### config.mk
export PLATFORM = sky130hd
export DESIGN_NAME = pio_port_hub
export DESIGN_NICKNAME = d
export VERILOG_FILES = /design/src/rtl/pio_pkg.sv /design/src/rtl/pio_addr_decode.sv /design/src/rtl/pio_data_ram.sv /design/src/rtl/pio_const_table.sv /design/src/rtl/pio_irq_latch.sv /design/src/rtl/pio_port_hub.sv
export SDC_FILE = /design/constraint.sdc
export NUM_CORES = 1
export LEC_CHECK = 0
export ABC_AREA = 1
export BUFFER_PORTS_ARGS = -buffer_cell sky130_fd_sc_hd__buf_2
export CORE_UTILIZATION = 56
export CTS_CLUSTER_DIAMETER = 30
export DETAILED_ROUTE_END_ITERATION = 10
export PLACE_DENSITY = 0.79
export SLEW_MARGIN = 15
export SYNTH_ARGS = -nofsm -noshare
export SYNTH_HDL_FRONTEND = slang
export SYNTH_SLANG_ARGS = --single-unit
### constraint.sdc
create_clock -name clk -period 1.95 [get_ports clk]
set_clock_uncertainty 0.15 [all_clocks]
set_input_delay 0.195 -clock clk [delete_from_list [all_inputs] [get_ports clk]]
set_output_delay 0.195 -clock clk [all_outputs]
set_load 0.02 [all_outputs]
### src/rtl/pio_pkg.sv
package pio_pkg;
  typedef enum logic [2:0] {
    RGN_RAM     = 3'd0,
    RGN_TAB     = 3'd1,
    RGN_SHARED  = 3'd2,
    RGN_INCAP   = 3'd3,
    RGN_OUTONLY = 3'd4,
    RGN_NONE    = 3'd5
  } region_e;
endpackage

### src/rtl/pio_addr_decode.sv
module pio_addr_decode
  import pio_pkg::*;
#(
  parameter int AW = 8,
  parameter int MEM_AW = 6,
  parameter logic [AW-1:0] SHARED_ADDR = 8'h80,
  parameter logic [AW-1:0] OUTREG_ADDR = 8'hC0,
  parameter logic [AW-1:0] INCAP_ADDR  = 8'hCF
) (
  input  logic [AW-1:0] port_id,
  input  logic          write_strobe,
  output region_e       region,
  output logic          ram_we,
  output logic          shared_we,
  output logic          outreg_we
);
  localparam int HI_W = AW - MEM_AW;
  localparam logic [HI_W-1:0] RAM_HI = HI_W'(0);
  localparam logic [HI_W-1:0] TAB_HI = HI_W'(1);

  logic [HI_W-1:0] hi;
  assign hi = port_id[AW-1:MEM_AW];

  always_comb begin
    if (hi == RAM_HI)                 region = RGN_RAM;
    else if (hi == TAB_HI)            region = RGN_TAB;
    else if (port_id == SHARED_ADDR)  region = RGN_SHARED;
    else if (port_id == INCAP_ADDR)   region = RGN_INCAP;
    else if (port_id == OUTREG_ADDR)  region = RGN_OUTONLY;
    else                              region = RGN_NONE;
  end

  assign ram_we    = write_strobe && (region == RGN_RAM);
  assign shared_we = write_strobe && (region == RGN_SHARED);
  assign outreg_we = write_strobe && (region == RGN_OUTONLY);

  always_comb begin
    p_one_enable_r8: assert ($countones({ram_we, shared_we, outreg_we}) <= 1)
      else $error("more than one write enable active");
  end
endmodule

### src/rtl/pio_data_ram.sv
module pio_data_ram #(
  parameter int DW = 8,
  parameter int MEM_AW = 6
) (
  input  logic              clk,
  input  logic              we,
  input  logic              re,
  input  logic [MEM_AW-1:0] addr,
  input  logic [DW-1:0]     wdata,
  output logic [DW-1:0]     rdata
);
  localparam int DEPTH = 1 << MEM_AW;
  logic [DW-1:0] mem [DEPTH];

  always_ff @(posedge clk) begin
    if (we) mem[addr] <= wdata;
    if (re) rdata <= mem[addr];
  end
endmodule

### src/rtl/pio_const_table.sv
module pio_const_table #(
  parameter int AW = 8,
  parameter int MEM_AW = 6,
  parameter logic [AW-1:0] TABLE_KEY = 8'hA5
) (
  input  logic              clk,
  input  logic              re,
  input  logic [MEM_AW-1:0] addr,
  output logic [AW-1:0]     rdata
);
  localparam int HI_W = AW - MEM_AW;
  localparam logic [HI_W-1:0] TAB_HI = HI_W'(1);

  function automatic logic [AW-1:0] entry(input logic [MEM_AW-1:0] idx);
    return {TAB_HI, idx} ^ TABLE_KEY;
  endfunction

  always_ff @(posedge clk) begin
    if (re) rdata <= entry(addr);
  end
endmodule

### src/rtl/pio_irq_latch.sv
module pio_irq_latch (
  input  logic clk,
  input  logic rst,
  input  logic event_in,
  input  logic ack,
  output logic irq
);
  always_ff @(posedge clk) begin
    if (rst)           irq <= 1'b0;
    else if (event_in) irq <= 1'b1;
    else if (ack)      irq <= 1'b0;
  end

  p_set_wins_r10: assert property (@(posedge clk) disable iff (rst)
    event_in |=> irq) else $error("event lost");
  p_ack_clears_r10: assert property (@(posedge clk) disable iff (rst)
    (ack && !event_in) |=> !irq) else $error("ack did not clear");
  p_irq_hold_r10: assert property (@(posedge clk) disable iff (rst)
    (!ack && !event_in) |=> $stable(irq)) else $error("irq changed spontaneously");
endmodule

### src/rtl/pio_port_hub.sv
module pio_port_hub
  import pio_pkg::*;
#(
  parameter int AW = 8,
  parameter int DW = 8,
  parameter int MEM_AW = 6,
  parameter logic [AW-1:0] SHARED_ADDR = 8'h80,
  parameter logic [AW-1:0] OUTREG_ADDR = 8'hC0,
  parameter logic [AW-1:0] INCAP_ADDR  = 8'hCF,
  parameter logic [AW-1:0] TABLE_KEY   = 8'hA5
) (
  input  logic          clk,
  input  logic          rst,
  input  logic [AW-1:0] port_id,
  input  logic [DW-1:0] out_port,
  input  logic          write_strobe,
  input  logic          read_strobe,
  input  logic          interrupt_ack,
  input  logic          ext_event,
  input  logic [DW-1:0] ext_data,
  output logic [DW-1:0] in_port,
  output logic [DW-1:0] out_shared,
  output logic [DW-1:0] out_reg,
  output logic          irq
);
  region_e       region, sel_q;
  logic          ram_we, shared_we, outreg_we;
  logic [DW-1:0] ram_q, small_q, cap_q;
  logic [AW-1:0] tab_q;

  pio_addr_decode #(
    .AW(AW), .MEM_AW(MEM_AW), .SHARED_ADDR(SHARED_ADDR),
    .OUTREG_ADDR(OUTREG_ADDR), .INCAP_ADDR(INCAP_ADDR)
  ) u_dec (
    .port_id(port_id), .write_strobe(write_strobe), .region(region),
    .ram_we(ram_we), .shared_we(shared_we), .outreg_we(outreg_we)
  );

  pio_data_ram #(.DW(DW), .MEM_AW(MEM_AW)) u_ram (
    .clk(clk), .we(ram_we), .re(read_strobe),
    .addr(port_id[MEM_AW-1:0]), .wdata(out_port), .rdata(ram_q)
  );

  pio_const_table #(.AW(AW), .MEM_AW(MEM_AW), .TABLE_KEY(TABLE_KEY)) u_tab (
    .clk(clk), .re(read_strobe), .addr(port_id[MEM_AW-1:0]), .rdata(tab_q)
  );

  pio_irq_latch u_irq (
    .clk(clk), .rst(rst), .event_in(ext_event), .ack(interrupt_ack), .irq(irq)
  );

  // Output registers and input capture
  always_ff @(posedge clk) begin
    if (rst) begin
      out_shared <= '0;
      out_reg    <= '0;
      cap_q      <= '0;
    end else begin
      cap_q <= ext_data;
      if (shared_we) out_shared <= out_port;
      if (outreg_we) out_reg    <= out_port;
    end
  end

  // Registered read selection; memories carry their own output register
  always_ff @(posedge clk) begin
    if (rst) begin
      sel_q   <= RGN_NONE;
      small_q <= '0;
    end else if (read_strobe) begin
      sel_q <= region;
      unique case (region)
        RGN_SHARED: small_q <= out_shared;
        RGN_INCAP:  small_q <= cap_q;
        default:    small_q <= '0;
      endcase
    end
  end

  always_comb begin
    unique case (sel_q)
      RGN_RAM:              in_port = ram_q;
      RGN_TAB:              in_port = DW'(tab_q);
      RGN_SHARED, RGN_INCAP: in_port = small_q;
      default:              in_port = '0;
    endcase
  end

  p_reset_r11: assert property (@(posedge clk)
    rst |=> (irq == 1'b0 && in_port == '0 && out_shared == '0 && out_reg == '0))
    else $error("reset state wrong");
  p_unmapped_zero_r7: assert property (@(posedge clk) disable iff (rst)
    (read_strobe && region == RGN_NONE) |=> in_port == '0)
    else $error("unmapped read not zero");
  p_outonly_zero_r5: assert property (@(posedge clk) disable iff (rst)
    (read_strobe && port_id == OUTREG_ADDR) |=> in_port == '0)
    else $error("output-only port readable");
  p_read_hold_r9: assert property (@(posedge clk) disable iff (rst)
    !read_strobe |=> $stable(in_port)) else $error("read data moved without strobe");
  p_no_write_r8: assert property (@(posedge clk) disable iff (rst)
    !write_strobe |=> ($stable(out_shared) && $stable(out_reg)))
    else $error("register changed without strobe");
  p_ram_we_range_r3: assert property (@(posedge clk) disable iff (rst)
    ram_we |-> port_id[AW-1:MEM_AW] == '0) else $error("RAM write outside its range");
endmodule

==> reports/qor.yml <==
critical_path:
  worstRegToRegCells: 10
  slowest_stage: "dfxtp_4"
  r2r-start: "u_ram.mem[4][2]"
  cp-end-kind: "output pin"
  critPathMaxStageDelay_ns: 0.36
  worst_setup_path_start_kind: "flop"
  critPathMaxFanout: 8
  setup.worst_path.start: "sel_q[1]"
  cp.arrival_ns: 1.72
  worstPathRequired_ns: 1.60
  path_class: "flop to output pin"
  path_cells: "buf_6 > nor2_4 > nand3_2 > o211ai_1 > buf_4"
hold_path:
  hold_class: "input port to flop"
  worstHoldStart: "port_id[1]"
  whs_path_depth: 2
sta:
  rsz0062_at_grt: "yes"
  worst_slew_pin_slew_ns: 0.6418
  slew_viol_final: 0
  clock.fmax_ghz: 0.4850
  slew_headroom_pct: 57.21
  fin_crit_sh_pct: 105.7
  timing.final.ws_setup_ns: -0.1118
  hold_viol_final: 0
  setup_viol: 8
  timing.hold.ws_ns: 0.003337
  min_period_ns: 2.062
  fin_tns_setup_ns: -0.6774
outcome:
  violations: "negative setup slack"
  status: "complete, but fails checks"
logic_synthesis:
  yosysWarnings: 0
  synth_area_mm2: 0.02385
  syn_area_per_cell_um2: 9.969
  synth_nets: 2422
  synth_cells: 2392
  synth.yosys.seq_area_share_pct: 69.26
  synthDistinctLibCells: 28
  ys_ff_latch: 562
cts:
  cts_buffer_depth: 3
  cts_root_buffer: "clkbuf_16"
  cts_sinks: 562
  clkLatencyLatePin_ns: 0.64
  h-tree-depth: 3
  clkTransAtPathRegs_ns: 0.05
  cts_made_buffers: 99
  cts_tree: "built"
layout:
  drive_gt1_share_pct: 15.38
  antenna_cells: 0
  fin_util_pct: 70.23
  top_register: "u_ram.mem"
  fillers: 2563
  final_nets: 2642
  largest_register_ffs: 512
  design_area_mm2: 0.02946
  synthToLayoutAreaGrowth_pct: 23.54
floorplan:
  core_mm2: 0.04195
  initial_utilization_pct: 56.85
  die_area_mm2: 0.04341
  ios: 55
  rows: 75
  die_h_um: 208.4
  die_w_um: 208.4
pwr:
  power_leakage_nw: 12.61
  ir_drop_mv: 0.6841
  combinationalPowerShare_pct: 5.2
  p_switching_mw: 7.678
  power.share.clock_pct: 53.7
  seq_power_share_pct: 41.1
  switching_share_pct: 23.69
  power_mw: 32.42
  powerDensity_mw_per_mm2: 1100
  p_int_mw: 24.74
global_route:
  grt_use_met1_pct: 36.62
  busiest_layer: "met2"
  grt_pass1_vias: 17740
  grt_usage_pct: 29.14
  grt_max_degree: 84
  grt_pass1_wl_mm: 96.90
  use_met2_pct: 48.08
  met3_usage_pct: 5.992
  grt_overflow: 0
  antenna_found_initial: 0
placed_design:
  post_dp_cell_area_mm2: 0.02555
  finalWeightedCongestion: 0.8911
  portBuffers: 54
  dp_hpwl_mm: 34.72
route:
  drt_iter0_markers: 2645
  ant_nets: 0
  drc: 0
  wl_per_cell_um: 19.39
  drt_pass1_iterations: 6
  viasPerCell: 5.591
  wl_mm: 62.80
  vias: 18100
flow_run:
  drv_cap: 0
what timing repair did:
action	CTS	global route
gates resized for setup	18	21
setup endpoints to repair	8	237
hold buffers	35	0
setup buffers	1	2
pin swaps	10	2
endpoints found under the hold margin	469	0
critical path: cells and delay by family (launching register included):
family / cells / cell delay (ns)
AO/OA/AOI/OAI: 1 / 0.12
flip-flops: 1 / 0.36
buffers and inverters: 2 / 0.31
AND/OR/NAND/NOR: 2 / 0.30
cell usage in the layout, fill, tap and decap left out, types with 2 or more instances in the layout:
master | Yosys | layout
nand3_2 | 0 | 2
o211ai_1 | 11 | 11
a21oi_1 | 28 | 28
o21ai_0 | 16 | 14
buf_2 | 56 | 44
inv_2 | 4 | 4
nand2_1 | 1419 | 1419
nor3_2 | 5 | 5
buf_6 | 3 | 5
nor2_2 | 3 | 8
nor3_4 | 2 | 4
nand4_1 | 3 | 3
inv_1 | 56 | 53
bufinv_16 | 0 | 9
clkinvlp_4 | 0 | 9
clkbuf_8 | 0 | 4
clkbuf_16 | 0 | 100
clkbuf_1 | 20 | 2
clkinv_2 | 0 | 15
nor2_4 | 2 | 5
nor2_8 | 2 | 2
nor2_1 | 104 | 96
nand3_1 | 50 | 48
dfxtp_1 | 36 | 34
clkinv_4 | 0 | 10
buf_4 | 14 | 121
clkinv_1 | 1 | 9
buf_12 | 0 | 21
edfxtp_1 | 526 | 526
nand2_2 | 2 | 2
or2_2 | 6 | 5
o21ai_1 | 4 | 6
inv_6 | 0 | 23
inv_8 | 0 | 7
dlygate4sd3_1 | 0 | 34
inv_16 | 0 | 4
power groups by stage:
| stage | sequential [mW] | clock [mW] | combinational, mW |
|---|---|---|---|
| 6_report | 13.3 | 17.4 | 1.69 |
| 3_5_place_dp | 13.5 | 0 | 1.54 |
| 2_1_floorplan | 13.5 | 0 | 0.887 |
| 4_1_cts | 13.3 | 17.5 | 1.64 |
| 3_3_place_gp | 13.5 | 0 | 1.50 |
| 5_1_grt | 13.3 | 18.1 | 1.83 |
final timing paths:
check                                       to  slack [ns]
worst max register to register  u_ram.rdata[2]        0.18
worst min-delay path            u_tab.rdata[1]       0.003
worst max-delay path                in_port[3]       -0.11
worst min register to register      out_reg[4]        0.31
synthesized netlist by cell type:
master    instances  share of area (%)
nor3_4            2               0.14
nand2_2           2              0.052
nor3_2            5               0.21
or2_1             1              0.026
buf_6             3               0.14
o21ai_1           4              0.084
o211ai_1         11               0.35
nor2_4            2              0.094
buf_4            14               0.44
a21oi_1          28               0.59
nand3_1          50                1.0
nor3_1            2              0.042
inv_1            56               0.88
o21ai_0          16               0.34
nor2_1          104                1.6
clkinv_1          1              0.016
edfxtp_1        526                 66
nor2_8            2               0.17
nand2_1        1419                 22
buf_1            15               0.24
dfxtp_1          36                3.0
buf_2            56                1.2
nand2_4           1              0.047
clkbuf_1         20               0.31
nor2_2            3              0.079
inv_2             4              0.063
or2_2             6               0.16
nand4_1           3              0.079
logic make-up after synthesis:
kind of cell           share of synthesized area (%)
buffers and inverters                          3.269
AOI/OAI and AO/OA                              1.354
and+or+nand+nor                                26.12
DFF                                            69.26
routing by layer:
layer / vias up / wire [um]
met1: 8488 / 23190
met3: 168 / 6567
met2: 1199 / 30580
li1: 8249 / -
met4: 0 / 2456
met5: - / 0
through the flow:
stage | instances | setup slack, ns
after CTS | 3237 | -0.1141
after global placement | 3013 | -0.02650
after detailed placement | 3013 | -0.1265
after global routing | 3238 | -0.1755
after floorplan | 2392 | -0.01263
final | 3238 | -0.1118
layout make-up:
type / instances / area (um2) / area share, %
clock buffer: 105 / 2551 / 8.660
multi-input combinational: 1661 / 6620 / 22.47
inverter: 61 / 242.7 / 0.8240
tap: 539 / 674.4 / 2.289
sequential: 562 / 16520 / 56.08
timing repair buffer: 227 / 1967 / 6.677
clock inverter: 83 / 882.1 / 2.994
(Power assumes the default switching activity.)
